**src/rtl/gpx_pkg.sv**
```systemverilog
package gpx_pkg;

    // frame decoder phases
    typedef enum logic [1:0] {
        PH_CTRL = 2'd0,
        PH_ADDR = 2'd1,
        PH_DATA = 2'd2,
        PH_SKIP = 2'd3
    } phase_e;

    localparam int BANK_W   = 8;
    localparam int N_BANKS  = 2;
    localparam int PINS     = BANK_W * N_BANKS;

    // register indices; address = 2*index + bank
    localparam logic [6:0] IDX_DIR  = 7'd0;
    localparam logic [6:0] IDX_POL  = 7'd1;
    localparam logic [6:0] IDX_CFG  = 7'd5;
    localparam logic [6:0] IDX_PULL = 7'd6;
    localparam logic [6:0] IDX_PORT = 7'd9;
    localparam logic [6:0] IDX_LAT  = 7'd10;

    localparam logic [7:0] LAST_ADDR = 8'h15;

    localparam int CFG_ADDR_EN_BIT = 3;
    localparam int CFG_FIXED_BIT   = 5;

    localparam logic [3:0] CTRL_PREFIX = 4'b0100;

    function automatic logic [7:0] next_addr(input logic [7:0] a, input logic fixed);
        if (fixed)
            return a;
        else if (a >= LAST_ADDR)
            return 8'h00;
        else
            return a + 8'h01;
    endfunction

endpackage

```
**src/rtl/gpx_spi_sync.sv**
```systemverilog
module gpx_spi_sync #(
    parameter int STAGES = 2
) (
    input  logic clk,
    input  logic rst_n,
    input  logic sclk,
    input  logic cs_n,
    input  logic mosi,
    output logic sclk_rise,
    output logic sclk_fall,
    output logic cs_idle,
    output logic mosi_s
);

    typedef struct packed {
        logic [STAGES-1:0] sclk_sh;
        logic [STAGES-1:0] cs_sh;
        logic [STAGES-1:0] mosi_sh;
        logic              sclk_prev;
    } sync_t;

    sync_t sync_d, sync_q;

    always_comb begin
        sync_d           = sync_q;
        sync_d.sclk_sh   = {sync_q.sclk_sh[STAGES-2:0], sclk};
        sync_d.cs_sh     = {sync_q.cs_sh[STAGES-2:0], cs_n};
        sync_d.mosi_sh   = {sync_q.mosi_sh[STAGES-2:0], mosi};
        sync_d.sclk_prev = sync_q.sclk_sh[STAGES-1];
    end

    always_ff @(posedge clk or negedge rst_n) begin
        if (!rst_n) begin
            sync_q.sclk_sh   <= '0;
            sync_q.cs_sh     <= '1;
            sync_q.mosi_sh   <= '0;
            sync_q.sclk_prev <= 1'b0;
        end else begin
            sync_q <= sync_d;
        end
    end

    assign sclk_rise = sync_q.sclk_sh[STAGES-1] & ~sync_q.sclk_prev;
    assign sclk_fall = ~sync_q.sclk_sh[STAGES-1] & sync_q.sclk_prev;
    assign cs_idle   = sync_q.cs_sh[STAGES-1];
    assign mosi_s    = sync_q.mosi_sh[STAGES-1];

endmodule

```
**src/rtl/gpx_frame.sv**
```systemverilog
module gpx_frame
    import gpx_pkg::*;
(
    input  logic       clk,
    input  logic       rst_n,
    input  logic       sclk_rise,
    input  logic       sclk_fall,
    input  logic       cs_idle,
    input  logic       mosi_s,
    input  logic [2:0] strap,
    input  logic       cfg_addr_en,
    input  logic       cfg_fixed,
    input  logic [7:0] rd_data,
    output logic [7:0] rd_addr,
    output logic       wr_en,
    output logic [7:0] wr_addr,
    output logic [7:0] wr_data,
    output logic       miso,
    output logic       miso_oe
);

    typedef struct packed {
        phase_e     phase;
        logic [2:0] bit_cnt;
        logic [7:0] rx;
        logic [7:0] tx;
        logic [7:0] ptr;
        logic       is_rd;
    } frame_t;

    frame_t fr_d, fr_q;

    logic [7:0] byte_v;
    logic       byte_done;
    logic       data_done;
    logic [7:0] ptr_next;
    logic       ctrl_hit;

    assign byte_v    = {fr_q.rx[6:0], mosi_s};
    assign byte_done = !cs_idle && sclk_rise && (fr_q.bit_cnt == 3'd7);
    assign data_done = byte_done && (fr_q.phase == PH_DATA);
    assign ptr_next  = next_addr(fr_q.ptr, cfg_fixed);
    assign ctrl_hit  = (byte_v[7:4] == CTRL_PREFIX) &&
                       (!cfg_addr_en || (byte_v[3:1] == strap));

    always_comb begin
        fr_d    = fr_q;
        wr_en   = 1'b0;
        wr_addr = fr_q.ptr;
        wr_data = byte_v;
        rd_addr = fr_q.ptr;
        if (cs_idle) begin
            fr_d.phase   = PH_CTRL;
            fr_d.bit_cnt = 3'd0;
            fr_d.tx      = 8'h00;
            fr_d.is_rd   = 1'b0;
        end else begin
            if (sclk_fall && (fr_q.bit_cnt != 3'd0))
                fr_d.tx = {fr_q.tx[6:0], 1'b0};
            if (sclk_rise) begin
                fr_d.rx      = byte_v;
                fr_d.bit_cnt = fr_q.bit_cnt + 3'd1;
                if (fr_q.bit_cnt == 3'd7) begin
                    unique case (fr_q.phase)
                        PH_CTRL: begin
                            fr_d.is_rd = byte_v[0];
                            fr_d.phase = ctrl_hit ? PH_ADDR : PH_SKIP;
                        end
                        PH_ADDR: begin
                            fr_d.ptr   = byte_v;
                            fr_d.phase = PH_DATA;
                            rd_addr    = byte_v;
                            if (fr_q.is_rd)
                                fr_d.tx = rd_data;
                        end
                        PH_DATA: begin
                            fr_d.ptr = ptr_next;
                            if (fr_q.is_rd) begin
                                rd_addr = ptr_next;
                                fr_d.tx = rd_data;
                            end else begin
                                wr_en = 1'b1;
                            end
                        end
                        PH_SKIP: begin
                            fr_d.phase = PH_SKIP;
                        end
                    endcase
                end
            end
        end
    end

    always_ff @(posedge clk or negedge rst_n) begin
        if (!rst_n) begin
            fr_q.phase   <= PH_CTRL;
            fr_q.bit_cnt <= 3'd0;
            fr_q.rx      <= 8'h00;
            fr_q.tx      <= 8'h00;
            fr_q.ptr     <= 8'h00;
            fr_q.is_rd   <= 1'b0;
        end else begin
            fr_q <= fr_d;
        end
    end

    assign miso    = fr_q.tx[7];
    assign miso_oe = (fr_q.phase == PH_DATA) && fr_q.is_rd;

    // an ignored frame never reaches the register file
    assert_skip_no_write_R2: assert property (@(posedge clk) disable iff (!rst_n)
        (fr_q.phase == PH_SKIP) |-> !wr_en);

    // chip select high returns the decoder to the control byte
    assert_abort_to_ctrl_R12: assert property (@(posedge clk) disable iff (!rst_n)
        cs_idle |=> (fr_q.phase == PH_CTRL) && (fr_q.bit_cnt == 3'd0));

    // MISO is released once chip select goes high
    assert_release_miso_R13: assert property (@(posedge clk) disable iff (!rst_n)
        cs_idle |=> !miso_oe);

    // sequential mode advances the pointer by one below the top of the map
    assert_ptr_advance_R6: assert property (@(posedge clk) disable iff (!rst_n)
        (data_done && !cfg_fixed && (fr_q.ptr < LAST_ADDR)) |=>
            (fr_q.ptr == $past(fr_q.ptr) + 8'h01));

    // fixed mode keeps the pointer in place
    assert_ptr_hold_R7: assert property (@(posedge clk) disable iff (!rst_n)
        (data_done && cfg_fixed) |=> $stable(fr_q.ptr));

endmodule

```
**src/rtl/gpx_regfile.sv**
```systemverilog
module gpx_regfile
    import gpx_pkg::*;
(
    input  logic            clk,
    input  logic            rst_n,
    input  logic            wr_en,
    input  logic [7:0]      wr_addr,
    input  logic [7:0]      wr_data,
    input  logic [7:0]      rd_addr,
    input  logic [PINS-1:0] pin_in,
    output logic [7:0]      rd_data,
    output logic [PINS-1:0] dir,
    output logic [PINS-1:0] lat,
    output logic [PINS-1:0] pull,
    output logic [7:0]      cfg
);

    typedef struct packed {
        logic [PINS-1:0] dir;
        logic [PINS-1:0] pol;
        logic [PINS-1:0] pull;
        logic [PINS-1:0] lat;
        logic [7:0]      cfg;
    } regs_t;

    regs_t rg_d, rg_q;

    logic [6:0] wr_idx, rd_idx;
    logic       wr_bank, rd_bank;
    logic       wr_hit;
    logic [PINS-1:0] port_view;

    assign wr_idx    = wr_addr[7:1];
    assign wr_bank   = wr_addr[0];
    assign rd_idx    = rd_addr[7:1];
    assign rd_bank   = rd_addr[0];
    assign port_view = pin_in ^ rg_q.pol;

    always_comb begin
        rg_d   = rg_q;
        wr_hit = 1'b0;
        if (wr_en) begin
            wr_hit = 1'b1;
            case (wr_idx)
                IDX_DIR:  rg_d.dir[wr_bank*BANK_W +: BANK_W]  = wr_data;
                IDX_POL:  rg_d.pol[wr_bank*BANK_W +: BANK_W]  = wr_data;
                IDX_CFG:  rg_d.cfg                            = wr_data;
                IDX_PULL: rg_d.pull[wr_bank*BANK_W +: BANK_W] = wr_data;
                IDX_PORT,
                IDX_LAT:  rg_d.lat[wr_bank*BANK_W +: BANK_W]  = wr_data;
                default:  wr_hit = 1'b0;
            endcase
        end
    end

    always_comb begin
        case (rd_idx)
            IDX_DIR:  rd_data = rg_q.dir[rd_bank*BANK_W +: BANK_W];
            IDX_POL:  rd_data = rg_q.pol[rd_bank*BANK_W +: BANK_W];
            IDX_CFG:  rd_data = rg_q.cfg;
            IDX_PULL: rd_data = rg_q.pull[rd_bank*BANK_W +: BANK_W];
            IDX_PORT: rd_data = port_view[rd_bank*BANK_W +: BANK_W];
            IDX_LAT:  rd_data = rg_q.lat[rd_bank*BANK_W +: BANK_W];
            default:  rd_data = 8'h00;
        endcase
    end

    always_ff @(posedge clk or negedge rst_n) begin
        if (!rst_n) begin
            rg_q.dir  <= '1;
            rg_q.pol  <= '0;
            rg_q.pull <= '0;
            rg_q.lat  <= '0;
            rg_q.cfg  <= '0;
        end else begin
            rg_q <= rg_d;
        end
    end

    assign dir  = rg_q.dir;
    assign lat  = rg_q.lat;
    assign pull = rg_q.pull;
    assign cfg  = rg_q.cfg;

    // direction leaves reset as all inputs
    assert_dir_reset_R1: assert property (@(posedge clk) disable iff (!rst_n)
        $rose(rst_n) |-> (rg_q.dir == '1) && (rg_q.lat == '0));

    // a write outside the map leaves every register untouched
    assert_unmapped_write_R5: assert property (@(posedge clk) disable iff (!rst_n)
        (wr_en && !wr_hit) |=> $stable(rg_q));

endmodule

```
**src/rtl/gpx_spi_regport.sv**
```systemverilog
module gpx_spi_regport
    import gpx_pkg::*;
#(
    parameter int SYNC_STAGES = 2
) (
    input  logic            clk,
    input  logic            rst_n,
    input  logic            spi_sclk,
    input  logic            spi_cs_n,
    input  logic            spi_mosi,
    output logic            spi_miso,
    output logic            spi_miso_oe,
    input  logic [2:0]      hw_addr,
    input  logic [PINS-1:0] pin_in,
    output logic [PINS-1:0] pin_out,
    output logic [PINS-1:0] pin_oe,
    output logic [PINS-1:0] pull_en
);

    logic       sclk_rise, sclk_fall, cs_idle, mosi_s;
    logic [7:0] rd_addr, rd_data, wr_addr, wr_data;
    logic       wr_en;
    logic [7:0] cfg;
    logic [PINS-1:0] dir;

    gpx_spi_sync #(.STAGES(SYNC_STAGES)) u_sync (
        .clk       (clk),
        .rst_n     (rst_n),
        .sclk      (spi_sclk),
        .cs_n      (spi_cs_n),
        .mosi      (spi_mosi),
        .sclk_rise (sclk_rise),
        .sclk_fall (sclk_fall),
        .cs_idle   (cs_idle),
        .mosi_s    (mosi_s)
    );

    gpx_frame u_frame (
        .clk         (clk),
        .rst_n       (rst_n),
        .sclk_rise   (sclk_rise),
        .sclk_fall   (sclk_fall),
        .cs_idle     (cs_idle),
        .mosi_s      (mosi_s),
        .strap       (hw_addr),
        .cfg_addr_en (cfg[CFG_ADDR_EN_BIT]),
        .cfg_fixed   (cfg[CFG_FIXED_BIT]),
        .rd_data     (rd_data),
        .rd_addr     (rd_addr),
        .wr_en       (wr_en),
        .wr_addr     (wr_addr),
        .wr_data     (wr_data),
        .miso        (spi_miso),
        .miso_oe     (spi_miso_oe)
    );

    gpx_regfile u_regs (
        .clk     (clk),
        .rst_n   (rst_n),
        .wr_en   (wr_en),
        .wr_addr (wr_addr),
        .wr_data (wr_data),
        .rd_addr (rd_addr),
        .pin_in  (pin_in),
        .rd_data (rd_data),
        .dir     (dir),
        .lat     (pin_out),
        .pull    (pull_en),
        .cfg     (cfg)
    );

    assign pin_oe = ~dir;

endmodule

```
**config.mk**
```make
export PLATFORM = sky130hd
export DESIGN_NAME = gpx_spi_regport
export DESIGN_NICKNAME = d
export VERILOG_FILES = /design/src/rtl/gpx_pkg.sv /design/src/rtl/gpx_spi_sync.sv /design/src/rtl/gpx_frame.sv /design/src/rtl/gpx_regfile.sv /design/src/rtl/gpx_spi_regport.sv
export SDC_FILE = /design/constraint.sdc
export NUM_CORES = 1
export LEC_CHECK = 0
export BUFFER_PORTS_ARGS = -buffer_cell sky130_fd_sc_hd__buf_2
export CAP_MARGIN = 40
export CORE_AREA = 5 5 141 116
export DETAILED_ROUTE_END_ITERATION = 12
export DIE_AREA = 0 0 146 121
export GPL_TIMING_DRIVEN = 0
export PLACE_DENSITY_LB_ADDON = 0.05
export SKIP_LAST_GASP = 1
export SLEW_MARGIN = 10
export SYNTH_ARGS = -nofsm -noshare
export SYNTH_HDL_FRONTEND = slang
export SYNTH_SLANG_ARGS = --single-unit
```
**constraint.sdc**
```tcl
create_clock -name clk -period 8.95 [get_ports clk]
set_input_delay 1.79 -clock clk [delete_from_list [all_inputs] [get_ports clk]]
set_output_delay 1.79 -clock clk [all_outputs]
set_load 0.01 [all_outputs]
```
==> results of run 1 <==
-- cell usage after synthesis (all sizes together), types with 3 or more instances --
cell type	n
a2111oi	3
a311oi	5
a32o	3
o31ai	7
o311ai	4
dfstp	18
dfrtp	90
ha	11
or2	3
o211a	3
o21ai	27
nor3b	3
a22oi	5
and2	6
nor2b	7
mux2	75
nand4	3
clkbuf	22
nand2b	7
xor2	7
nor4	6
a21o	7
a211oi	7
buf	45
nand3	7
nor4b	3
or3	3
nor3	5
nor2	23
a221oi	11
inv	33
xnor2	8
a21oi	22
o211ai	7
o2111ai	3
mux2i	12
a22o	3
a31oi	6
nand2	67
nand3b	3
-- power by group through the flow --
| stage | Combinational (mW) | Clock (mW) | Sequential, mW |
|---|---|---|---|
| 6_report | 0.0707 | 0.424 | 0.513 |
| 4_1_cts | 0.0720 | 0.434 | 0.513 |
| 3_5_place_dp | 0.0713 | 0 | 0.522 |
| 3_3_place_gp | 0.0685 | 0 | 0.522 |
| 2_1_floorplan | 0.0341 | 0 | 0.515 |
| 5_1_grt | 0.0783 | 0.451 | 0.514 |
-- kinds of logic after synthesis --
family / count (synthesis)
and+or+nand+nor: 155
DFF: 108
muxes: 87
AOI/OAI and AO/OA: 144
buffers and inverters: 100
adders and majority gates: 11
xor gates and xnor gates: 15
-- metal layers --
layer / share of wire (%) / GRT usage, %
met1: 49 / 34.3
met2: 44 / 35.5
met3: 5.6 / 4.59
met4: 1.3 / 5.64
met5: 0 / 0
-- state kept, by name (all words and copies together), names as in the netlist, 4 cells and up --
| name | cells |
|---|---|
| u_frame.fr_q | 13 |
| u_frame.wr_addr | 8 |
| u_frame.wr_data | 7 |
| u_regs.cfg | 8 |
| u_regs.dir | 16 |
| u_regs.lat | 16 |
| u_regs.pull | 16 |
| u_regs.rg_q | 16 |
| u_sync.sync_d | 4 |
-- layout make-up --
class | instances | share of cell area (%)
flip-flops and latches | 108 | 36.5
plain buffers | 67 | 5.44
repair buffers | 78 | 5.78
well taps | 189 | 3.16
inverters | 33 | 1.66
clock inverters | 6 | 1.12
multi-input cells | 412 | 43.3
clock buffers | 10 | 3.06
-- worst min-delay path by stage --
stage,endpoint,from,cells after the start,slack [ns]
after floorplan,u_sync.mosi_s$_DFF_PN0_,u_sync.sync_d[2]$_DFF_PN0_,0,0.33
after global placement,u_sync.sync_d[0]$_DFF_PN0_,u_sync.sync_d[6]$_DFF_PN0_,0,0.33
after detailed placement,u_sync.mosi_s$_DFF_PN0_,u_sync.sync_d[2]$_DFF_PN0_,0,0.33
after CTS,u_sync.mosi_s$_DFF_PN0_,u_sync.sync_d[2]$_DFF_PN0_,0,0.35
after global routing,u_sync.mosi_s$_DFF_PN0_,u_sync.sync_d[2]$_DFF_PN0_,0,0.36
final,u_sync.mosi_s$_DFF_PN0_,u_sync.sync_d[2]$_DFF_PN0_,0,0.35
==> results.sh, run 1 <==
export IMPL_required_ns=9.19
export IMPL_avgSynthCellArea_sq_um=10.4
export IMPL_synth_compound_area_share_pct=17.8
export IMPL_grt_ovfl_total=0
export IMPL_tightest_slew_ns=0.857
export IMPL_worstSetupStartpoint="u_frame.fr_q[28]$_DFFE_PN0P_"
export IMPL_finalSetupViolations=0
export IMPL_r2r_cells=13
export IMPL_routed_wirelength_um=20200
export IMPL_ys_ff_latch=108
export IMPL_fin_crit_ns=4.06
export IMPL_syn_nets=655
export IMPL_critPathMaxStageDelay_ns=0.75
export IMPL_synthArstFlopShare_pct=100
export IMPL_grt_pass1_vias=5342
export IMPL_drv_slew=0
export IMPL_synth_top_family_by_area="compound AO/OA/AOI/OAI gates"
export IMPL_clock_skew_ns=0.00774
export IMPL_power_density_mw_per_mm2=135
export IMPL_hold_worst_slack_ns=0.353
export IMPL_cpMostUsedCell="and2_1"
export IMPL_synth_top_area_share_pct=34.8
export IMPL_avgRoutedWirePerCell_um=22.3
export IMPL_grt_use_total_pct=23.3
export IMPL_place_area_sq_mm=0.00716
export IMPL_rr_startpoint="u_frame.fr_q[28]$_DFFE_PN0P_"
export IMPL_std_cell_rows=40
export IMPL_clk_latency_ns=0.36
export IMPL_drc=0
export IMPL_io_pins=74
export IMPL_clockBufferDepth=2
export IMPL_multi_input_area_sq_mm=0.00324
export IMPL_area_growth_pct=15.4
export IMPL_worstPathCellList="inv_1, ha_1, and2_1, and2_1, clkbuf_1, nor2_1, a211o_1, a2111oi_4, buf_2, a22oi_1, o211ai_1, a21oi_1, a2111oi_2"
export IMPL_yosys_area_share_simple_pct=12.9
export IMPL_routabilityCongestion=0.874
export IMPL_finalPower_mw=1.01
export IMPL_ys_types=83
export IMPL_critPathSlowestCell="a2111oi_4"
export IMPL_worstSetupEndpoint="u_frame.fr_q[9]$_DFF_PN0_"
export IMPL_status="complete, no violations"
export IMPL_rsz0062_at_grt="no"
export IMPL_power_leakage_nw=3.47
export IMPL_dp_cells=887
export IMPL_die_y_um=121
export IMPL_clkPwrFrac_pct=42.1
export IMPL_vias_per_cell=5.80
export IMPL_tns_ns=0
export IMPL_p_sw_share_pct=26.5
export IMPL_drt_iter0_markers=360
export IMPL_first_pass_iters=6
export IMPL_fmax_mhz=246
export IMPL_reg2reg_to="u_frame.fr_q[9]$_DFF_PN0_"
export IMPL_synth_edff_count=0
export IMPL_vias=5240
export IMPL_layout_setup_ws_ns=4.89
export IMPL_dp_hpwl_um=15000
export IMPL_io_buffers=73
export IMPL_cp_start_kind="register"
export IMPL_yosys_area_top_type="dfrtp_1"
export IMPL_antenna_found_initial=0
export IMPL_die_w_um=146
export IMPL_register_area_sq_mm=0.00273
export IMPL_reg2reg_slack_ns=4.89
export IMPL_grt_pass1_wl_um=31500
export IMPL_muxShareOfSynthArea_pct=14.9
export IMPL_final_nets=744
export IMPL_netlist_instances=620
export IMPL_end_kind="register"
export IMPL_post_cts_setup_buffer_count=0
export IMPL_synthAdderAreaFrac_pct=2.13
export IMPL_relSlewSlack_pct=42.3
export IMPL_fill_cells=1356
export IMPL_cts_sinks=108
export IMPL_stdcell_area_sq_mm=0.00747
export IMPL_dp_slack_ns=4.99
export IMPL_cts_max_level=3
export IMPL_core_area_sq_mm=0.0148
export IMPL_layout_commonest_cell="dfrtp_1"
export IMPL_p_int_uw=741
export IMPL_post_route_util_pct=50.6
export IMPL_p_seq_share_pct=50.9
export IMPL_grt_max_degree=60
export IMPL_syn_area_sq_mm=0.00647
export IMPL_cp_top_family="compound AO/OA/AOI/OAI gates"
export IMPL_worstSetupPathType="register to register"
export IMPL_hold_violations=0
export IMPL_path_clk_slew_ns=0.08
export IMPL_cts_made_buffers=9
export IMPL_max_cap_viol_count=0
export IMPL_comb_power_share_pct=7.0
export IMPL_design_die_area_sq_mm=0.0177
export IMPL_tritoncts="yes"
export IMPL_cts_root_buf="clkbuf_16"
export IMPL_initial_core_util_pct=43.8
export IMPL_vdd_drop_max_mv=0.104
export IMPL_post_route_period_util_pct=45.4
export IMPL_antennaDiodeCount=0
export IMPL_ys_seq_area_share_pct=42.1
export IMPL_synthXorXnorAreaFrac_pct=2.03
export IMPL_min_path_type="register to register"
export IMPL_crit_buf_inv=3
export IMPL_critical_path_depth=13
export IMPL_synth_top_cells_by_area="dfrtp_1 35%, mux2_2 13%, dfstp_2 7.3%"
export IMPL_yosys_warnings=0
export IMPL_ctsResizeCount=0
export IMPL_worstPathMaxFanout=10
export IMPL_synthFlopType="dfrtp_1"
export IMPL_fin_cells=903
export IMPL_hold_buffers=0
export IMPL_cp_arrival_ns=4.30
export IMPL_mostFrequentLayoutCells="90 x dfrtp_1, 81 x buf_2, 75 x mux2_2"
export IMPL_drive_gt1_share_pct=36.0
export IMPL_antenna_left=0
export IMPL_p_switching_uw=267
(Power assumes the default switching activity.)
==> inputs of run 2 (changes only) <==
==> constraint.sdc (replaced) <==
create_clock -name clk -period 3.82 [get_ports clk]
set_input_delay 0.764 -clock clk [delete_from_list [all_inputs] [get_ports clk]]
set_output_delay 0.764 -clock clk [all_outputs]
set_load 0.01 [all_outputs]
==> results.sh, run 2 (synthesis gave the netlist of run 1 again) <==
export IMPL_status="complete, no violations"
export IMPL_routed_wirelength_um=20200
export IMPL_hold_worst_slack_ns=0.352
export IMPL_antennaDiodeCount=0
export IMPL_fin_crit_ns=3.70
export IMPL_path_clk_slew_ns=0.08
export IMPL_power_leakage_nw=3.48
export IMPL_cts_made_buffers=9
export IMPL_tritoncts="yes"
export IMPL_drive_gt1_share_pct=36.6
export IMPL_initial_core_util_pct=43.8
export IMPL_worstPathMaxFanout=9
export IMPL_fill_cells=1352
export IMPL_clock_skew_ns=0.00636
export IMPL_antenna_left=0
export IMPL_io_pins=74
export IMPL_relSlewSlack_pct=37.2
export IMPL_grt_pass1_wl_um=31500
export IMPL_grt_ovfl_total=0
export IMPL_cts_max_level=3
export IMPL_final_nets=745
export IMPL_first_pass_iters=7
export IMPL_reg2reg_slack_ns=0.12
export IMPL_vias_per_cell=5.79
export IMPL_worstSetupPathType="register to register"
export IMPL_tightest_slew_ns=0.933
export IMPL_place_area_sq_mm=0.00716
export IMPL_cp_arrival_ns=3.95
export IMPL_core_area_sq_mm=0.0148
export IMPL_grt_use_total_pct=23.3
export IMPL_tns_ns=0
export IMPL_routabilityCongestion=0.874
export IMPL_register_area_sq_mm=0.00273
export IMPL_grt_pass1_vias=5342
export IMPL_multi_input_area_sq_mm=0.00324
export IMPL_hold_violations=0
export IMPL_end_kind="register"
export IMPL_rsz0062_at_grt="no"
export IMPL_drt_iter0_markers=360
export IMPL_avgRoutedWirePerCell_um=22.3
export IMPL_finalPower_mw=2.36
export IMPL_required_ns=4.07
export IMPL_vias=5238
export IMPL_fmax_mhz=270
export IMPL_finalSetupViolations=0
export IMPL_stdcell_area_sq_mm=0.00749
export IMPL_post_route_util_pct=50.7
export IMPL_antenna_found_initial=0
export IMPL_drv_slew=0
export IMPL_area_growth_pct=15.7
export IMPL_dp_hpwl_um=15000
export IMPL_clockBufferDepth=2
export IMPL_cts_root_buf="clkbuf_16"
export IMPL_vdd_drop_max_mv=0.243
export IMPL_cts_sinks=108
export IMPL_post_route_period_util_pct=96.9
export IMPL_power_density_mw_per_mm2=315
export IMPL_max_cap_viol_count=0
export IMPL_grt_max_degree=60
export IMPL_cp_start_kind="register"
export IMPL_die_w_um=146
export IMPL_design_die_area_sq_mm=0.0177
export IMPL_die_y_um=121
export IMPL_io_buffers=73
export IMPL_mostFrequentLayoutCells="90 x dfrtp_1, 81 x buf_2, 75 x mux2_2"
export IMPL_layout_commonest_cell="dfrtp_1"
export IMPL_clk_latency_ns=0.36
export IMPL_min_path_type="register to register"
export IMPL_drc=0
export IMPL_std_cell_rows=40
[run 2: cell count changes in the layout (fill, tap and decap cells not counted)]
cell      previous run  this run
clkbuf_1            23        20
buf_4               35        37
clkbuf_2             0         2
a21oi_1             21        20
a21oi_2              1         2
[run 2: final cells by class]
| cell class | count | share of cell area [%] |
|---|---|---|
| plain buffers | 66 | 5.41 |
| clock buffers | 10 | 3.06 |
| clock inverters | 6 | 1.12 |
| inverters | 33 | 1.65 |
| multi-input cells | 412 | 43.3 |
| flip-flops and latches | 108 | 36.4 |
| well taps | 189 | 3.16 |
| repair buffers | 80 | 5.96 |
[run 2: per-layer routing]
metal | share of wire (%) | track usage (%)
met1 | 49 | 34.3
met2 | 43 | 35.2
met3 | 6.3 | 4.89
met4 | 1.6 | 5.82
met5 | 0 | 0
[run 2: final timing paths]
check,from,end,depth (start not counted)
max,u_frame.wr_addr[0]$_DFFE_PN0P_,u_frame.fr_q[9]$_DFF_PN0_,12
min,u_sync.sync_d[2]$_DFF_PN0_,u_sync.mosi_s$_DFF_PN0_,0
max reg2reg,u_frame.wr_addr[0]$_DFFE_PN0P_,u_frame.fr_q[9]$_DFF_PN0_,12
min reg2reg,u_sync.sync_d[2]$_DFF_PN0_,u_sync.mosi_s$_DFF_PN0_,0
max in group asynchronous,rst_n,u_regs.dir[9]$_DFFE_PN1P_,2
min in group asynchronous,rst_n,u_frame.fr_q[25]$_DFFE_PN0N_,1
[run 2: worst max-delay path, stage by stage, from the launching register on]
cell and delay (ns):
dfrtp_1 0.38, buf_2 0.23, inv_1 0.15, ha_1 0.22
nand2b_1 0.16, a211oi_4 0.10, o211a_1 0.26, o32a_2 0.45
nor2_1 0.51, nand2_1 0.40, o31ai_1 0.30, a211oi_1 0.11
a2111oi_2 0.31
[run 2: through the flow]
step,cells,worst slack [ns]
floorplan,620,0.809
global placement,882,-0.153
detailed placement,887,-0.137
CTS,905,0.0832
global route,904,0.00371
finish,904,0.118
[run 2: what timing repair did]
item / in CTS / in global routing
setup buffers: 2 / 0
resized for setup: 0 / 5
pin swaps: 1 / 0
hold buffers: 0 / 0
setup endpoints to repair: 4 / 8
[run 2: where the power goes]
group          leakage, nW  internal (mW)  switching [mW]  total [mW]
sequential            1.43           1.16          0.0358        1.20
combinational         1.91         0.0469           0.119       0.166
clock                0.152          0.525           0.469       0.994
==> inputs of run 3 (changes only) <==
--- a/config.mk
+++ b/config.mk
@@ -7,6 +7,8 @@
 export LEC_CHECK = 0
 export BUFFER_PORTS_ARGS = -buffer_cell sky130_fd_sc_hd__buf_2
 export CAP_MARGIN = 40
+export CELL_PAD_IN_SITES_DETAIL_PLACEMENT = 1
+export CELL_PAD_IN_SITES_GLOBAL_PLACEMENT = 1
 export CORE_AREA = 5 5 141 116
 export DETAILED_ROUTE_END_ITERATION = 12
 export DIE_AREA = 0 0 146 121
==> results.sh, run 3 (synthesis gave the netlist of run 1 again) <==
export IMPL_antenna_left=0
export IMPL_layout_commonest_cell="dfrtp_1"
export IMPL_antenna_found_initial=0
export IMPL_drv_slew=0
export IMPL_cts_sinks=108
export IMPL_grt_use_total_pct=25.1
export IMPL_required_ns=4.08
export IMPL_clock_skew_ns=0.00707
export IMPL_routed_wirelength_um=21600
export IMPL_place_area_sq_mm=0.00716
export IMPL_std_cell_rows=40
export IMPL_fin_crit_ns=3.67
export IMPL_io_buffers=73
export IMPL_clk_latency_ns=0.36
export IMPL_post_route_util_pct=50.9
export IMPL_first_pass_iters=6
export IMPL_stdcell_area_sq_mm=0.00752
export IMPL_tritoncts="yes"
export IMPL_vias_per_cell=5.82
export IMPL_vias=5271
export IMPL_grt_ovfl_total=0
export IMPL_vdd_drop_max_mv=0.211
export IMPL_reg2reg_slack_ns=0.15
export IMPL_cts_max_level=3
export IMPL_finalSetupViolations=0
export IMPL_final_nets=747
export IMPL_initial_core_util_pct=43.8
export IMPL_cp_top_family="compound AO/OA/AOI/OAI gates"
export IMPL_power_density_mw_per_mm2=318
export IMPL_clockBufferDepth=2
export IMPL_hold_buffers=0
export IMPL_multi_input_area_sq_mm=0.00324
export IMPL_die_w_um=146
export IMPL_fmax_mhz=272
export IMPL_max_cap_viol_count=0
export IMPL_cp_arrival_ns=3.93
export IMPL_finalPower_mw=2.39
export IMPL_grt_pass1_wl_um=34100
export IMPL_hold_worst_slack_ns=0.346
export IMPL_hold_violations=0
export IMPL_critPathSlowestCell="dfrtp_1"
export IMPL_dp_cells=888
export IMPL_cts_root_buf="clkbuf_16"
export IMPL_relSlewSlack_pct=42.0
export IMPL_post_route_period_util_pct=96.2
export IMPL_grt_max_degree=63
export IMPL_critPathMaxStageDelay_ns=0.47
export IMPL_status="complete, no violations"
export IMPL_dp_hpwl_um=16000
export IMPL_drc=0
export IMPL_power_leakage_nw=3.50
export IMPL_grt_pass1_vias=5672
export IMPL_die_y_um=121
export IMPL_fill_cells=1646
export IMPL_core_area_sq_mm=0.0148
export IMPL_drt_iter0_markers=337
export IMPL_cpMostUsedCell="a211oi_4"
export IMPL_drive_gt1_share_pct=37.4
export IMPL_avgRoutedWirePerCell_um=23.9
export IMPL_fin_cells=906
export IMPL_worstPathCellList="buf_4, inv_1, ha_1, nand2b_1, a211oi_4, o21ai_2, o311ai_4, nor3_2, a211oi_4, buf_6, a21oi_2, o2111a_1, a311oi_1"
export IMPL_rsz0062_at_grt="no"
export IMPL_routabilityCongestion=0.884
export IMPL_worstPathMaxFanout=10
export IMPL_end_kind="register"
export IMPL_antennaDiodeCount=0
export IMPL_min_path_type="input port to asynchronous set/reset pin"
export IMPL_design_die_area_sq_mm=0.0177
export IMPL_register_area_sq_mm=0.00273
export IMPL_crit_buf_inv=3
export IMPL_cp_start_kind="register"
export IMPL_mostFrequentLayoutCells="90 x dfrtp_1, 80 x buf_2, 75 x mux2_2"
export IMPL_io_pins=74
export IMPL_worstSetupPathType="register to register"
export IMPL_path_clk_slew_ns=0.08
export IMPL_tightest_slew_ns=0.862
export IMPL_cts_made_buffers=9
export IMPL_area_growth_pct=16.1
[run 3: per-stage QoR]
stage / setup slack (ns) / TNS (ns)
2_1_floorplan: 0.809 / 0
3_3_place_gp: -0.160 / -0.433
3_5_place_dp: -0.208 / -0.687
4_1_cts: 0.140 / 0
5_1_grt: 0.0335 / 0
6_report: 0.146 / 0
[run 3: power breakdown]
part / switching, mW / total, mW / internal (mW) / leakage, nW
combinational: 0.120 / 0.167 / 0.0471 / 1.92
sequential: 0.0388 / 1.20 / 1.16 / 1.43
clock: 0.475 / 1.02 / 0.542 / 0.154
total: 0.634 / 2.39 / 1.75 / 3.50
[run 3: cell type report]
type	instances	area share (%)
Multi-Input combinational cell	412	43.1
Timing Repair Buffer	82	6.23
Buffer	66	5.39
Inverter	33	1.65
Tap cell	189	3.15
Clock inverter	6	1.03
Sequential cell	108	36.3
Clock buffer	10	3.18
[run 3: final timing paths]
kind                                                 from                    endpoint  depth (start not counted)
min                                                 rst_n  u_sync.sync_d[6]$_DFF_PN0_                          1
min reg2reg                    u_sync.sync_d[6]$_DFF_PN0_  u_sync.sync_d[0]$_DFF_PN0_                          0
max reg2reg                u_frame.wr_addr[1]$_DFFE_PN0P_  u_frame.fr_q[10]$_DFF_PN0_                         13
max                        u_frame.wr_addr[1]$_DFFE_PN0P_  u_frame.fr_q[10]$_DFF_PN0_                         13
min in group clk               u_sync.sync_d[6]$_DFF_PN0_  u_sync.sync_d[0]$_DFF_PN0_                          0
max in group asynchronous                           rst_n  u_regs.dir[15]$_DFFE_PN1P_                          2
[run 3: metal layers]
layer / vias up / global-route usage [%] / wire length, um
li1: 2406 / - / -
met1: 2706 / 36.9 / 10700
met2: 141 / 39.3 / 9800
met3: 18 / 4.29 / 949
met4: 0 / 4.64 / 210
met5: - / 0 / 0
[run 3: what timing repair did]
action / 4_1_cts / 5_1_grt
pin swaps: 1 / 0
gates resized for setup: 0 / 8
endpoints found under the setup margin: 7 / 5
endpoints found under the hold margin: 0 / 0
buffers inserted: 3 / 0
